<file path="config.mk">
export PLATFORM = sky130hd
export DESIGN_NAME = hbridge_pwm_seq
export DESIGN_NICKNAME = d
export VERILOG_FILES = /design/src/rtl/hbpwm_pkg.sv /design/src/rtl/hbpwm_timebase.sv /design/src/rtl/hbpwm_gate_map.sv /design/src/rtl/hbpwm_oc_latch.sv /design/src/rtl/hbridge_pwm_seq.sv
export SDC_FILE = /design/constraint.sdc
export NUM_CORES = 1
export LEC_CHECK = 0
export ABC_CLOCK_PERIOD_IN_PS = 7580
export BUFFER_PORTS_ARGS = -buffer_cell sky130_fd_sc_hd__buf_2
export CAP_MARGIN = 5
export CORE_AREA = 2 2 108 110
export DETAILED_ROUTE_END_ITERATION = 12
export DIE_AREA = 0 0 110 112
export HOLD_SLACK_MARGIN = 0.08
export PLACE_DENSITY = 0.61
export SLEW_MARGIN = 20
export SYNTH_ARGS = -nofsm -noshare
export SYNTH_HDL_FRONTEND = slang
export SYNTH_SLANG_ARGS = --single-unit
</file>
<file path="constraint.sdc">
create_clock -name clk_i -period 7.58 [get_ports clk_i]
set_input_delay 0.379 -clock clk_i [delete_from_list [all_inputs] [get_ports clk_i]]
set_output_delay 0.379 -clock clk_i [all_outputs]
set_load 0.02 [all_outputs]
</file>
<file path="src/rtl/hbpwm_pkg.sv">
package hbpwm_pkg;
  typedef enum logic [1:0] {ST_IDLE, ST_GAP, ST_RUN} seq_st_e;
  typedef struct packed {
    logic hs1;
    logic ls1;
    logic hs2;
    logic ls2;
  } gates_t;
endpackage

</file>
<file path="src/rtl/hbpwm_timebase.sv">
module hbpwm_timebase
  import hbpwm_pkg::*;
#(
  parameter int DUTY_W    = 5,
  parameter int STEP_FAST = 78,
  parameter int DEAD_CYC  = 150,
  parameter int MIN_CODE  = 3,
  parameter int CNT_W     = 13
) (
  input  logic              clk_i,
  input  logic              rst_ni,
  input  logic              kill_i,
  input  logic              dir_i,
  input  logic [DUTY_W-1:0] duty_i,
  input  logic              freq_sel_i,
  output logic              run_o,
  output logic              dir_o,
  output logic [CNT_W-1:0]  cnt_o,
  output logic [CNT_W-1:0]  on_len_o,
  output logic [CNT_W-1:0]  per_len_o
);
  localparam int STEPS = 1 << DUTY_W;
  localparam int GAP_W = $clog2(DEAD_CYC + 1);
  localparam logic [CNT_W-1:0] STEP_F = CNT_W'(STEP_FAST);
  localparam logic [CNT_W-1:0] STEP_S = CNT_W'(2 * STEP_FAST);
  localparam logic [CNT_W-1:0] PER_F  = CNT_W'(STEPS * STEP_FAST);
  localparam logic [CNT_W-1:0] PER_S  = CNT_W'(2 * STEPS * STEP_FAST);
  localparam logic [DUTY_W-1:0] MIN_D = DUTY_W'(MIN_CODE);
  localparam logic [GAP_W-1:0] GAP_LAST = GAP_W'(DEAD_CYC - 1);

  seq_st_e           st_q;
  logic [CNT_W-1:0]  cnt_q;
  logic [GAP_W-1:0]  gcnt_q;
  logic              dir_q, fsel_q;
  logic [DUTY_W-1:0] duty_q;

  logic [CNT_W-1:0]  step, per_len;
  logic [DUTY_W-1:0] duty_cl;
  logic              last;

  always_comb begin
    step    = fsel_q ? STEP_S : STEP_F;
    per_len = fsel_q ? PER_S : PER_F;
    duty_cl = (duty_i < MIN_D) ? MIN_D : duty_i;
    last    = (cnt_q == per_len - CNT_W'(1));
  end

  always_ff @(posedge clk_i or negedge rst_ni) begin
    if (!rst_ni) begin
      st_q   <= ST_IDLE;
      cnt_q  <= '0;
      gcnt_q <= '0;
      dir_q  <= 1'b0;
      fsel_q <= 1'b0;
      duty_q <= MIN_D;
    end else if (kill_i) begin
      st_q <= ST_IDLE;
    end else begin
      unique case (st_q)
        ST_IDLE: begin
          st_q   <= ST_GAP;
          gcnt_q <= '0;
        end
        ST_GAP: begin
          if (gcnt_q == GAP_LAST) begin
            st_q   <= ST_RUN;
            cnt_q  <= '0;
            dir_q  <= dir_i;
            duty_q <= duty_cl;
            fsel_q <= freq_sel_i;
          end else begin
            gcnt_q <= gcnt_q + GAP_W'(1);
          end
        end
        ST_RUN: begin
          if (last) begin
            if (dir_i != dir_q) begin
              // reversal: full all-off gap before the new diagonal
              st_q   <= ST_GAP;
              gcnt_q <= '0;
            end else begin
              cnt_q  <= '0;
              duty_q <= duty_cl;
              fsel_q <= freq_sel_i;
            end
          end else begin
            cnt_q <= cnt_q + CNT_W'(1);
          end
        end
        default: st_q <= ST_IDLE;
      endcase
    end
  end

  assign run_o     = (st_q == ST_RUN);
  assign dir_o     = dir_q;
  assign cnt_o     = cnt_q;
  assign per_len_o = per_len;
  assign on_len_o  = (CNT_W'(duty_q) + CNT_W'(1)) * step;
endmodule

</file>
<file path="src/rtl/hbpwm_gate_map.sv">
module hbpwm_gate_map
  import hbpwm_pkg::*;
#(
  parameter int CNT_W    = 13,
  parameter int DEAD_CYC = 150
) (
  input  logic             run_i,
  input  logic             kill_i,
  input  logic             dir_i,
  input  logic [CNT_W-1:0] cnt_i,
  input  logic [CNT_W-1:0] on_len_i,
  input  logic [CNT_W-1:0] per_len_i,
  output gates_t           gates_o
);
  localparam logic [CNT_W:0] DEAD_X = (CNT_W + 1)'(DEAD_CYC);

  logic [CNT_W:0] cnt_x, on_x, per_x;
  logic drive_hi, recirc_lo, live;

  always_comb begin
    cnt_x     = {1'b0, cnt_i};
    on_x      = {1'b0, on_len_i};
    per_x     = {1'b0, per_len_i};
    drive_hi  = cnt_x < on_x;
    recirc_lo = (cnt_x >= on_x + DEAD_X) && (cnt_x + DEAD_X < per_x);
    live      = run_i && !kill_i;
    gates_o   = '0;
    if (live) begin
      if (!dir_i) begin
        gates_o.hs1 = drive_hi;
        gates_o.ls1 = recirc_lo;
        gates_o.ls2 = 1'b1;
      end else begin
        gates_o.hs2 = drive_hi;
        gates_o.ls2 = recirc_lo;
        gates_o.ls1 = 1'b1;
      end
    end
  end
endmodule

</file>
<file path="src/rtl/hbpwm_oc_latch.sv">
module hbpwm_oc_latch (
  input  logic clk_i,
  input  logic rst_ni,
  input  logic oc_i,
  input  logic clr_i,
  output logic oc_q_o
);
  always_ff @(posedge clk_i or negedge rst_ni) begin
    if (!rst_ni)    oc_q_o <= 1'b0;
    else if (oc_i)  oc_q_o <= 1'b1;
    else if (clr_i) oc_q_o <= 1'b0;
  end
endmodule

</file>
<file path="src/rtl/hbridge_pwm_seq.sv">
module hbridge_pwm_seq
  import hbpwm_pkg::*;
#(
  parameter int CLK_KHZ  = 50000,
  parameter int DUTY_W   = 5,
  parameter int FAST_KHZ = 20,
  parameter int DEAD_NS  = 3000,
  parameter int MIN_PCT  = 10
) (
  input  logic              clk_i,
  input  logic              rst_ni,
  input  logic              en_i,
  input  logic              dir_i,
  input  logic [DUTY_W-1:0] duty_i,
  input  logic              freq_sel_i,
  input  logic              oc_i,
  input  logic              fault_i,
  input  logic              oc_clr_i,
  output logic              hs1_o,
  output logic              ls1_o,
  output logic              hs2_o,
  output logic              ls2_o,
  output logic              oc_latched_o
);
  localparam int STEPS     = 1 << DUTY_W;
  localparam int STEP_FAST = CLK_KHZ / (FAST_KHZ * STEPS);
  localparam int DEAD_CYC  = (CLK_KHZ * DEAD_NS) / 1000000;
  localparam int MIN_CODE  = (STEPS * MIN_PCT + 99) / 100 - 1;
  localparam int CNT_W     = $clog2(2 * STEPS * STEP_FAST + 1);

  logic             oc_q, kill, run, dir_run;
  logic [CNT_W-1:0] cnt, on_len, per_len;
  gates_t           gates;

  assign kill = fault_i | oc_i | oc_q | ~en_i;

  hbpwm_oc_latch u_oc (
    .clk_i  (clk_i),
    .rst_ni (rst_ni),
    .oc_i   (oc_i),
    .clr_i  (oc_clr_i),
    .oc_q_o (oc_q)
  );

  hbpwm_timebase #(
    .DUTY_W    (DUTY_W),
    .STEP_FAST (STEP_FAST),
    .DEAD_CYC  (DEAD_CYC),
    .MIN_CODE  (MIN_CODE),
    .CNT_W     (CNT_W)
  ) u_tb (
    .clk_i      (clk_i),
    .rst_ni     (rst_ni),
    .kill_i     (kill),
    .dir_i      (dir_i),
    .duty_i     (duty_i),
    .freq_sel_i (freq_sel_i),
    .run_o      (run),
    .dir_o      (dir_run),
    .cnt_o      (cnt),
    .on_len_o   (on_len),
    .per_len_o  (per_len)
  );

  hbpwm_gate_map #(
    .CNT_W    (CNT_W),
    .DEAD_CYC (DEAD_CYC)
  ) u_map (
    .run_i     (run),
    .kill_i    (kill),
    .dir_i     (dir_run),
    .cnt_i     (cnt),
    .on_len_i  (on_len),
    .per_len_i (per_len),
    .gates_o   (gates)
  );

  assign hs1_o        = gates.hs1;
  assign ls1_o        = gates.ls1;
  assign hs2_o        = gates.hs2;
  assign ls2_o        = gates.ls2;
  assign oc_latched_o = oc_q;
endmodule

</file>
Yosys cells after proc, flatten, opt, wreduce, memory -nomap -nowiden
Index checks and enable logic that the tools add are counted.

word-level totals
  output and inout bits = 5
  word-level logic and storage cells = 80
  bits of input ports = 13
  RAM bits = 0
  latch bits = 0
  memories kept = 0
  register bits after elaboration = 31
  ROM bits = 0

operators by class
  shift-type cells = 0
  reductions and logical operators = 12
  equality and inequality tests = 14
  multiply operators = 1
  order comparisons = 4
  mux-type cells = 31
  div/mod/pow operators = 0
  bitwise operators = 5
  add/sub/neg operators = 6

operator list
  operator                 count
  $mux W13                 4
  $mux W8                  4
  $add A13 B8 Y14 const B  2
  $pmux W13 S2             1
  $pmux W8 S3              1
  $mux W5                  4
  $ge A13 B14 Y1           1
  $lt A14 B13 Y1           1
  $add A13 B1 Y13 const B  1
  $eq A13 B13 Y1           1
  $lt A13 B13 Y1           1
  $mul A13 B13 Y13         1
  $sub A13 B1 Y13 const B  1
  $pmux W5 S2              1
  $reduce_and A5 Y1        2
  $mux W1                  9
  $ne A3 B3 Y1 const B     3
  $add A8 B1 Y8 const B    1
  $eq A8 B8 Y1 const B     1
  $mux W2                  4
  $ne A2 B2 Y1 const B     4
  $add A5 B1 Y6 const B    1
  $pmux W2 S3              1
  $reduce_and A3 Y1        2
  other kinds (16)         21

Logic depth before layout (Yosys ltp)
Gate-level depths: netlist (run 1).

  depth after elaboration = 7
  depth in mapped cells = 23
  gate-level depth less buffers = 23

Modules after synthesis
A second synthesis (run 1) with hierarchy kept.

second synthesis, totals
  cell total of the unflattened synthesis = 517
  area, all modules = 4320.4 sq um

modules (own cells, without submodules)
  module           sequential area each (sq um)  times used  cells an instance  area each (sq um)
  hbpwm_timebase   753.2                         1           328                2902.8
  hbpwm_gate_map   0.0                           1           185                1371.3
  hbpwm_oc_latch   25.0                          1           3                  36.3
  hbridge_pwm_seq  0.0                           1           1                  10.0

Worst setup path before layout (run 1)
No wires, ideal clock.

  path kind = reg-to-output
  start = register u_tb.duty_q[0]
  end = output port ls1_o
  setup slack = 1133 ps
  stages on the path, launching flop included = 22
  buffers on the path = 0
  data required time = 7201 ps
  arrival time = 6068 ps
  cells stage by stage = dfstp_2 -> ha_1 -> nand3_1 -> xor2_1 -> fa_1 -> fa_1 -> fa_1 -> inv_1 -> ha_1 -> nor2b_1 -> o211ai_1 -> a21oi_1 -> o32ai_1 -> nor3_1 -> xnor2_1 -> ha_1 -> o21a_1 -> o21ai_0 -> a221o_1 -> a221o_1 -> or3_1 -> a32oi_1

on the way
  longest elaborated chain between the ends = 7

ends and longest elaborated chain
  element                 line                   RTL
  start, declared         hbpwm_timebase.sv:35   logic [DUTY_W-1:0] duty_q;
  start signal, assigned  hbpwm_timebase.sv:69   duty_q <= duty_cl;
  start signal, assigned  hbpwm_timebase.sv:83   duty_q <= duty_cl;
  $add A5 B1 Y6           hbpwm_timebase.sv:99   assign on_len_o = (CNT_W'(duty_q) + CNT_W'(1)) * step;
  $mul A13 B13 Y13        hbpwm_timebase.sv:99
  $add A13 B8 Y14         hbpwm_gate_map.sv:25   recirc_lo = (cnt_x >= on_x + DEAD_X) && (cnt_x + DEAD_X < per_x);
  $ge A13 B14 Y1          hbpwm_gate_map.sv:25
  $logic_and A1 B1 Y1     hbpwm_gate_map.sv:25
  $mux W1                 hbpwm_gate_map.sv:29   if (!dir_i) begin
  $mux W4                 hbpwm_gate_map.sv:28   if (live) begin
  end, declared           hbridge_pwm_seq.sv:20  output logic ls1_o,

Every way passes these cells.

Worst setup path after layout (run 1)
Ends and elaborated chain as after synthesis.

==> results of run 1 <==
## worst max-delay path: cells and delay by family (launching register included)
| kind | cells | cell delay [ps] |
|---|---|---|
| adders and majority gates | 6 | 2420 |
| buffers and inverters | 2 | 240 |
| and+or+nand+nor | 4 | 1200 |
| DFF | 1 | 590 |
| xor gates and xnor gates | 2 | 490 |
| AOI/OAI and AO/OA | 7 | 1450 |
## cell families after synthesis
family          after synthesis
buf+inv                      58
mux                           8
other cells                   2
xor+xnor                     31
fa+ha+maj                    70
compound gates               97
simple gates                146
flops                        31
## placed cells by master, fill, tap and decap left out, drive strengths merged, types with 10 or more instances in the layout
cell / synthesis / routed
ha: 57 / 57
xnor2: 13 / 13
nor3: 10 / 10
o21ai: 30 / 30
xor2: 18 / 18
fa: 13 / 13
a21oi: 20 / 20
dfrtp: 29 / 29
buf: 4 / 18
nand2: 26 / 26
nor2: 42 / 42
inv: 50 / 50
nand3: 18 / 18
## state kept, by name, indices dropped and copies added (netlist names)
register and count:
u_tb.cnt_o 13, u_tb.st_q 2, u_oc.oc_q_o 1, u_tb.duty_q 5, u_tb.dir_o 1, u_tb.fsel_q 1
u_tb.gcnt_q 8
## power groups by stage
| stage | combinational, W | clock [W] | sequential [W] |
|---|---|---|---|
| after floorplan | 0.000213 | 0 | 0.000182 |
| after global placement | 0.000262 | 0 | 0.000184 |
| after detailed placement | 0.000269 | 0 | 0.000184 |
| final | 0.000269 | 0.000197 | 0.000181 |
| after global routing | 0.000318 | 0.000209 | 0.000182 |
| after CTS | 0.000269 | 0.000201 | 0.000181 |
## through the flow
step	hold WS (ps)	instances	util, %
after global placement	469	599	36.2
after detailed placement	467	599	36.2
after CTS	176	606	37.5
after global routing	223	606	37.6
final	159	606	37.6
after floorplan	83.4	445	-
## timing repair
action,CTS,global route
hold buffers,0,0
resized for setup,0,2
buffers inserted,0,0
endpoints found under the setup margin,0,2
hold endpoints to repair,0,0
## worst paths after layout
kind | startpoint | endpoint | slack [ps]
max | u_tb.duty_q[0] | ls1_o | 550
max reg2reg | u_tb.gcnt_q[1] | u_tb.duty_q[2] | 4530
min in group clk_i | freq_sel_i | u_tb.fsel_q | 330
min reg2reg | u_tb.gcnt_q[6] | u_tb.gcnt_q[6] | 520
max in group asynchronous | rst_ni | u_tb.duty_q[4] | 6950
min | rst_ni | u_oc.oc_q_o | 160
## metal layers
layer | GRT usage [%] | up-vias | wire (um)
met4 | 4.81 | 0 | 174
li1 | - | 1611 | -
met1 | 19.5 | 1515 | 4090
met2 | 23.0 | 26 | 3850
met5 | 0 | - | 0
met3 | 1.41 | 10 | 118
## cell type report
class	count	area [um^2]	share of cell area, %
clock inverter	1	5.00	0.119
tap	143	179	4.26
multi-input combinational	356	2820	67.0
sequential	31	778	18.5
clock buffer	6	139	3.30
inverter	51	191	4.55
timing repair buffer	18	92.6	2.20
==> metrics.md, run 1 <==
| Metric | Value |
|---|---|
| Final worst slack | 551 ps |
| Synth Cell Area | 3810 um^2 |
| Vias in the first global route | 3090 |
| Synth Register Bits | 31 |
| Hold Violations, Final | 0 |
| Ant diodes | 0 |
| CP peak stage delay | 590 ps |
| Clock Power Share | 30.5% |
| Worst-path fanout max | 8 |
| Hpwl dp | 6540 um |
| Final min period | 7030 ps |
| Slew @ Worst Pin | 851 ps |
| Slew HR | 43.2% |
| MaxCap Viol Count | 0 |
| Via-per-instance ratio | 5.22 |
| Dpl cell area | 4050 um^2 |
| Psw | 0.000231 W |
| Reg power frac | 28.0% |
| Via count | 3162 |
| GRT Util Overall | 14.2% |
| Post-Syn Instances | 443 |
| CTS Buf Count | 5 |
| Synth warn | 0 |
| Combinational power share | 41.5% |
| Io pins | 18 |
| Setup slack at placement | 687 ps |
| HP Class | in2async |
| Setup-failing EPs final | 0 |
| WP data required | 7200 ps |
| Area share of the largest cell type after synthesis | 19.0% |
| Crit path arrival time | 6650 ps |
| Share of layout cells above drive strength 1 | 9.29% |
| Die area | 12300 um^2 |
| Core outline area | 11200 um^2 |
| Seq/Total Area, Yosys | 20.4% |
| Die W | 110 um |
| I/O Buffers | 17 |
| DRT Pass-1 Iters | 4 |
| Reg2reg path depth | 7 |
| Synth top area cells | dfrtp_1, ha_1, fa_1 |
| # DRC | 0 |
| Pins Over Slew Limit | 0 |
| CP max-delay cell | dfstp_2 |
| Fin crit share | 92.7% |
| Worst-path cell chain | ha_1 -> nand3_1 -> xor2_1 -> fa_1 -> fa_1 -> fa_1 -> inv_1 -> ha_1 -> nor2b_1 -> o211ai_1 -> a21oi_1 -> o32ai_2 -> nor4b_1 -> xnor2_1 -> ha_1 -> o21ai_0 -> a221o_1 -> a221o_1 -> or3_1 -> a32oi_1 -> buf_2 |
| Syn avg cell area | 8.60 um^2 |
| Count leader, synth | ha_1 |
| Synth Area in Adders | 25.5% |
| Simple-gate share of the synthesized area | 21.2% |
| Routed WL | 8230 um |
| Capturing element type of the critical path | primary output |
| RSZ-0062 raised after global routing | false |
| VDD IR max | 87.7 uV |
| Grt ovf | 0 |
| CTS H-tree lvls | 2 |
| Root Buffer | clkbuf_16 |
| Prevailing post-synth register cell | dfrtp_1 |
| Pwr per Cell Area | 154 nW/um^2 |
| RePlAce Congestion | 0.830 |
| Final Skew | 8.22 ps |
| Fraction of registers with async set/reset | 100% |
| DRT iter0 DRCs | 138 |
| First-pass GRT wire length | 14200 um |
| Net count, final | 546 |
| Initial Util | 34.1% |
| CP startpoint kind | flip-flop |
| Overall power | 0.000647 W |
| CTS Sinks | 31 |
| Main combinational cell family by area after synthesis | adder cells |
| CTS tree | built |
| Compound-Gate Fraction of Synth Area | 17.2% |
| Post-Layout Inst Area | 4200 um^2 |
| Routed Antenna Nets | 0 |
| Largest net degree at the start of global routing | 32 |
| Kind of critical path | reg2out |
| FP Rows | 39 |
| Status | completed |
| Xor and xnor area share after synthesis | 7.12% |
| Pint | 0.000416 W |
| CTS clk-pin slew, worst paths | 60 ps |
| Clk Latency, worst-skew pair | 280 ps |
| Fillers | 1149 |
| Initial antenna violation count | 0 |
| Lkg Pwr | 1.96 nW |
| Switch share | 35.6% |
| Routed len/inst | 13.6 um |
| Mux share of post-synthesis cell area | 2.27% |
| Chip Height | 112 um |
| Synth unique cells | 68 |
| Area Overhead vs Synth | 10.3% |
| Synth area leader | dfrtp_1 |
| Bufs on Longest Clock Path | 2 |
| Most frequent cells after synthesis | ha_1, inv_1, nor2_1 |
| TNS Setup | 0 ps |
| Fmax | 142 MHz |
| EDFF count, synth | 0 |
Note: power is estimated with default switching activity, not from simulation.
==> inputs of run 2 (changes only) <==
--- a/config.mk
+++ b/config.mk
@@ -6,5 +6,5 @@
 export NUM_CORES = 1
 export LEC_CHECK = 0
-export ABC_CLOCK_PERIOD_IN_PS = 7580
+export ABC_CLOCK_PERIOD_IN_PS = 8320
 export BUFFER_PORTS_ARGS = -buffer_cell sky130_fd_sc_hd__buf_2
 export CAP_MARGIN = 5
==> constraint.sdc (replaced) <==
create_clock -name clk_i -period 8.32 [get_ports clk_i]
set_input_delay 0.416 -clock clk_i [delete_from_list [all_inputs] [get_ports clk_i]]
set_output_delay 0.416 -clock clk_i [all_outputs]
set_load 0.05 [all_outputs]
==> run 2 against run 1 <==
Net effect: count of clock-buffer cells in the layout unchanged; clock skew decreased by 2.3 ps; clock power decreased by 9.6%; highest routed layer unchanged; combinational power decreased by 9.3%; power shrank 9.2%; critical path depth rose by 1; non-clock buffer count did not move; setup slack improved by 460 ps.
==> metrics.md, run 2 (synthesis gave the netlist of run 1 again) <==
| Metric | Value |
|---|---|
| Clock Power Share | 30.3% (-0.2 points) |
| Post-CTS resize count | 0 (unchanged) |
| Routed WL | 8040 um (-2.3%) |
| Switch share | 35.6% (about the same) |
| RePlAce Congestion | 0.832 (+0.19%) |
| WP data required | 7900 ps (+700 ps) |
| Crit path arrival time | 6890 ps (+240 ps) |
| Pwr per Cell Area | 140 nW/um^2 (-9.1%) |
| Via count | 3174 (+0.38%) |
| Initial antenna violation count | 0 (unchanged) |
| Hold_buf cts | 0 (unchanged) |
| Via-per-instance ratio | 5.24 (+0.38%) |
| Setup-failing EPs final | 0 (unchanged) |
| Commonest non-fill, non-tap cell in the layout | ha_1 |
| CP max-delay cell | o32ai_1 |
| Area Overhead vs Synth | 10.0% |
| HP Class | in2async |
| Worst-path cell chain | ha_1 -> nand3_1 -> xor2_1 -> fa_1 -> fa_1 -> fa_1 -> inv_1 -> ha_1 -> nor2b_1 -> o211ai_1 -> a21oi_1 -> o32ai_1 -> nor3_1 -> xnor2_1 -> ha_1 -> o21a_1 -> o21ai_0 -> a221o_1 -> a221o_1 -> or3_1 -> a32oi_1 -> buf_2 |
| TNS Setup | 0 ps (unchanged) |
| CP startpoint kind | flip-flop |
| Fin crit share | 87.8% |
| CTS Sinks | 31 (unchanged) |
| Fillers | 1136 (-1.1%) |
| Chip Height | 112 um (unchanged) |
| Net count, final | 546 (unchanged) |
| Dpl cell area | 4050 um^2 (unchanged) |
| CTS H-tree lvls | 2 (unchanged) |
| FP Rows | 39 (unchanged) |
| Ant diodes | 0 (unchanged) |
| CP peak stage delay | 710 ps (+120 ps) |
| I/O Buffers | 17 (unchanged) |
| Lkg Pwr | 1.95 nW (-0.11%) |
| Root Buffer | clkbuf_16 |
| Psw | 0.000209 W (-9.3%) |
| Pint | 0.000378 W (-9.2%) |
| Worst-path fanout max | 8 (unchanged) |
| Register area | 778 um^2 (unchanged) |
| Routed len/inst | 13.3 um (-2.3%) |
| GRT Util Overall | 14.2% (+0.031 points) |
| CTS tree | built |
| Routed Antenna Nets | 0 (unchanged) |
| Multi-input gate area | 2810 um^2 (-0.31%) |
| DRT Pass-1 Iters | 5 (+1) |
| Hold_ws | 191 ps (+32.3 ps) |
| Grt ovf | 0 (unchanged) |
| Kind of critical path | reg2out |
| Reg power frac | 28.1% (about the same) |
| CTS clk-pin slew, worst paths | 50 ps (about the same) |
| Clk Latency, worst-skew pair | 270 ps (about the same) |
| Kind of cell adding the most delay to the critical path | adder cells |
| CTS Buf Count | 5 (unchanged) |
| Combinational power share | 41.6% (about the same) |
| Io pins | 18 (unchanged) |
| RSZ-0062 raised after global routing | false |
| Slew @ Worst Pin | 847 ps (-4.11 ps) |
| Hold Violations, Final | 0 (unchanged) |
| R2R Setup Slk | 5300 ps (+770 ps) |
| # DRC | 0 (unchanged) |
| Die W | 110 um (unchanged) |
| Setup Buffers After CTS | 0 (unchanged) |
| Final min period | 7300 ps |
| Largest net degree at the start of global routing | 32 (unchanged) |
| Capturing element type of the critical path | primary output |
| First-pass GRT wire length | 14200 um (about the same) |
| Pins Over Slew Limit | 0 (unchanged) |
| Vias in the first global route | 3122 (+1.0%) |
| Share of layout cells above drive strength 1 | 9.07% (-0.22 points) |
| VDD IR max | 85.1 uV (-2.9%) |
| Slew HR | 43.3% (+0.099 points) |
| DRT iter0 DRCs | 163 (+18%) |
| Core outline area | 11200 um^2 (unchanged) |
| Max reg flops | 13 (unchanged) |
| Status | completed |
| Bufs on Longest Clock Path | 2 (unchanged) |
| Hpwl dp | 6530 um (-0.18%) |
| Die area | 12300 um^2 (unchanged) |
| Initial Util | 34.1% (unchanged) |
| Bufs and invs on worst path | 2 (unchanged) |
| Post-Layout Inst Area | 4190 um^2 (-0.21%) |
| Final Skew | 5.93 ps (-2.29 ps) |
| MaxCap Viol Count | 0 (unchanged) |
| Most frequent cells in the layout | ha_1, inv_1, nor2_1, dfrtp_1 |
| Fmax | 137 MHz |
[run 2: cell counts in the layout (fill, tap and decap cells not counted)]
Identical to the previous run, type by type.
[run 2: worst paths after layout]
path	startpoint	end	cells after the start
worst min register to register	u_tb.gcnt_q[6]	u_tb.gcnt_q[6]	1
worst min-delay path	rst_ni	u_tb.gcnt_q[0]	1
worst max-delay path	u_tb.duty_q[0]	ls1_o	22
worst max register to register	u_tb.gcnt_q[1]	u_tb.duty_q[2]	7
min in group clk_i	freq_sel_i	u_tb.fsel_q	2
max in group asynchronous	rst_ni	u_tb.duty_q[4]	1
[run 2: layout make-up]
class                           count  share of cell area [%]
Clock inverter                      1                   0.119
Clock buffer                        6                    3.31
Multi-Input combinational cell    356                    67.0
Inverter                           51                    4.56
Tap cell                          143                    4.27
Timing Repair Buffer               18                    2.21
Sequential cell                    31                    18.6
[run 2: per-layer routing]
layer  up-vias  GRT usage (%)  routed length [um]
li1       1611              -                   -
met1      1511           19.1                3850
met2        41           23.6                3830
met3        11           1.29                 184
met4         0           4.98                 167
met5         -              0                   0
[run 2: through the flow]
stage / utilization [%] / power, W / std cells / worst slack [ps]
2_1_floorplan: - / 0.000361 / 445 / 1400
5_1_grt: 37.5 / 0.000642 / 606 / 528
6_report: 37.5 / 0.000587 / 606 / 1020
3_3_place_gp: 36.2 / 0.000407 / 599 / 1540
4_1_cts: 37.5 / 0.000595 / 606 / 1020
3_5_place_dp: 36.2 / 0.000413 / 599 / 1330
[run 2: power by group through the flow]
stage / Combinational [W] / Sequential, W / Clock, W
floorplan: 0.000194 / 0.000167 / 0
global placement: 0.000239 / 0.000167 / 0
detailed placement: 0.000246 / 0.000167 / 0
CTS: 0.000247 / 0.000165 / 0.000184
global route: 0.000286 / 0.000166 / 0.000190
finish: 0.000244 / 0.000165 / 0.000178
==> inputs of run 3 (changes only) <==
- CORE_AREA: 2 2 108 110 -> 2 2 115 117
- DIE_AREA: 0 0 110 112 -> 0 0 117 119
- PLACE_DENSITY: 0.61 -> 0.6
- SYNTH_HIERARCHICAL: not set -> 1
==> run 3 against run 2 <==
Net effect: area after synthesis is 13% higher; fmax is 6.1% higher; register-to-register slack better by 690 ps; combinational power is 18% lower; via count is 12% higher; sequential share of layout area is 2.0 points lower; setup slack better by 420 ps; non-clock buffer count is 1 lower.
==> metrics.md, run 3 <==
| Metric | Value |
|---|---|
| Status | completed |
| CTS clk-pin slew, worst paths | 50 ps (about the same) |
| Synth Cell Area | 4320 um^2 (+13%) |
| Pins Over Slew Limit | 0 (unchanged) |
| Setup Buffers After CTS | 0 (unchanged) |
| Routed len/inst | 13.0 um (-1.8%) |
| Synth area leader | ha_1 |
| RePlAce Congestion | 0.842 (+1.3%) |
| Largest net degree at the start of global routing | 32 (unchanged) |
| Dpl cell area | 4550 um^2 (+12%) |
| CTS tree | built |
| Io pins | 18 (unchanged) |
| Lkg Pwr | 2.28 nW (+17%) |
| Initial antenna violation count | 0 (unchanged) |
| Syn avg cell area | 8.36 um^2 (-2.9%) |
| Chip Height | 119 um (+6.3%) |
| I/O Buffers | 17 (unchanged) |
| Routed WL | 9290 um (+16%) |
| Share of layout cells above drive strength 1 | 10.6% (+1.5 points) |
| Bufs on Longest Clock Path | 2 (unchanged) |
| Via-per-instance ratio | 4.97 (-5.1%) |
| Hold Violations, Final | 0 (unchanged) |
| Final min period | 6880 ps (-421 ps) |
| Core outline area | 12900 um^2 (+15%) |
| Via count | 3543 (+12%) |
| # DRC | 0 (unchanged) |
| CTS Sinks | 31 (unchanged) |
| Die W | 117 um (+6.4%) |
| Final Skew | 5.14 ps (-0.785 ps) |
| Synth unique cells | 72 (+5.9%) |
| Setup-failing EPs final | 0 (unchanged) |
| First-pass GRT wire length | 16300 um (+15%) |
| Clk Latency, worst-skew pair | 270 ps (about the same) |
| Seq/Total Area, Yosys | 18.0% (-2.4 points) |
| Synth Register Bits | 31 (unchanged) |
| WP data required | 7900 ps (about the same) |
| Commonest non-fill, non-tap cell in the layout | inv_1 |
| CTS Buf Count | 5 (unchanged) |
| Net count, final | 628 (+15%) |
| Capturing element type of the critical path | primary output |
| Die area | 13900 um^2 (+13%) |
| Vias in the first global route | 3588 (+15%) |
| CTS H-tree lvls | 2 (unchanged) |
| Prevailing post-synth register cell | dfrtp_1 |
| Area share of the largest cell type after synthesis | 19.1% (+0.072 points) |
| Hpwl dp | 7450 um (+14%) |
| DRT iter0 DRCs | 262 (+61%) |
| Crit path arrival time | 6470 ps (-420 ps) |
| Most frequent cells after synthesis | inv_1, ha_1, nor2_1 |
| TNS Setup | 0 ps (unchanged) |
| Fraction of registers with async set/reset | 100% (unchanged) |
| Count leader, synth | inv_1 |
| VDD IR max | 61.2 uV (-28%) |
| Post-CTS resize count | 0 (unchanged) |
| DRT Pass-1 Iters | 4 (-1) |
| FP Rows | 42 (+7.7%) |
| Max reg flops | 13 (unchanged) |
| MaxCap Viol Count | 0 (unchanged) |
| Kind of critical path | reg2out |
| Hold_buf cts | 0 (unchanged) |
| Routed Antenna Nets | 0 (unchanged) |
| Synth warn | 6 (+6) |
| Root Buffer | clkbuf_16 |
| GRT Util Overall | 14.2% (about the same) |
| Initial Util | 33.6% (-0.55 points) |
| HP Class | in2async |
| EDFF count, synth | 0 (unchanged) |
| Synth top area cells | ha_1, dfrtp_1, inv_1 |
| RSZ-0062 raised after global routing | false |
| CP startpoint kind | flip-flop |
| Worst-path fanout max | 7 (-1) |
| Most frequent cells in the layout | inv_1, ha_1, nor2_1, nand2_1, dfrtp_1 |
| Post-Layout Inst Area | 4690 um^2 (+12%) |
| Post-Syn Instances | 517 (+17%) |
| Slew @ Worst Pin | 713 ps (-135 ps) |
| Fmax | 145 MHz (+6.1%) |
| Ant diodes | 0 (unchanged) |
| Grt ovf | 0 (unchanged) |
| Slew HR | 52.5% (+9.1 points) |
| Pwr per Cell Area | 115 nW/um^2 (-18%) |
| Fin crit share | 82.7% (-5.1 points) |
| Area Overhead vs Synth | 8.66% |
==> run 3: path summary, 6_finish.rpt <==
check / from / endpoint / slack, ps / cells past startpoint
worst max-delay path: u_tb/duty_q[1] / ls2_o / 1440 / 25
worst min-delay path: rst_ni / u_tb/gcnt_q[2] / 190 / 1
worst max register to register: u_tb/cnt_o[1] / u_tb/duty_q[4] / 5990 / 6
worst min register to register: u_oc/oc_q_o / u_oc/oc_q_o / 500 / 1
max in group asynchronous: rst_ni / u_tb/cnt_o[6] / 7670 / 1
min in group clk_i: oc_i / u_oc/oc_q_o / 340 / 2
==> run 3: worst max-delay path: stages (launching register included) <==
cell	delay [ps]
dfstp_2	580
ha_1	210
nand3_1	100
xor2_1	220
inv_1	130
fa_1	540
inv_1	50
fa_1	500
fa_1	540
inv_1	40
ha_1	320
a21oi_1	210
o21ai_0	150
or4_1	420
o311ai_0	130
xnor2_1	190
nand4_1	190
nor2b_4	170
xnor2_2	60
ha_1	310
and3_1	160
nand3_1	100
nor3_1	210
a21oi_1	120
a211oi_1	210
buf_2	300
==> run 3: power breakdown <==
| group | internal, W | total, W | switching, W |
|---|---|---|---|
| sequential | 0.000157 | 0.000167 | 0.0000103 |
| combinational | 0.0000853 | 0.000199 | 0.000114 |
| clock | 0.000109 | 0.000173 | 0.0000643 |
| total | 0.000351 | 0.000540 | 0.000189 |
==> run 3: layer usage <==
| metal | part of all wire, % | wire length [um] | vias up | track usage, % |
|---|---|---|---|---|
| li1 | - | - | 1818 | - |
| met1 | 48 | 4490 | 1689 | 19.6 |
| met2 | 49 | 4540 | 31 | 24.2 |
| met3 | 2.3 | 216 | 5 | 1.42 |
| met4 | 0.38 | 35 | 0 | 2.65 |
| met5 | 0 | 0 | - | 0 |
==> run 3: logic make-up after synthesis <==
| kind of cell | count (synthesis) | share of synthesized area [%] |
|---|---|---|
| other cells | 2 | 0.174 |
| fa+ha+maj | 79 | 25.1 |
| simple gates | 152 | 18.3 |
| mux | 12 | 2.95 |
| compound gates | 120 | 19.7 |
| xor+xnor | 32 | 6.66 |
| flops | 31 | 18.0 |
| buf+inv | 89 | 9.09 |
==> run 3: per-stage QoR <==
stage               total power (W)  utilization (%)  worst slack, ps  hold WS [ps]  std cells
floorplan                  0.000326                -             1460           120        529
global placement           0.000361             35.3             1920           478        705
detailed placement         0.000368             35.3             1710           494        705
CTS                        0.000548             36.4             1420           226        713
global route               0.000583             36.5              852           251        713
finish                     0.000540             36.5             1440           193        713
==> run 3: cell type report <==
| class | instances | area [um^2] |
|---|---|---|
| Inverter | 72 | 270 |
| Tap cell | 176 | 220 |
| Clock buffer | 5 | 125 |
| Fill cell | 1315 | 8180 |
| Timing Repair Buffer | 17 | 85.1 |
| Sequential cell | 31 | 778 |
| Clock inverter | 3 | 15.0 |
| Multi-Input combinational cell | 409 | 3200 |
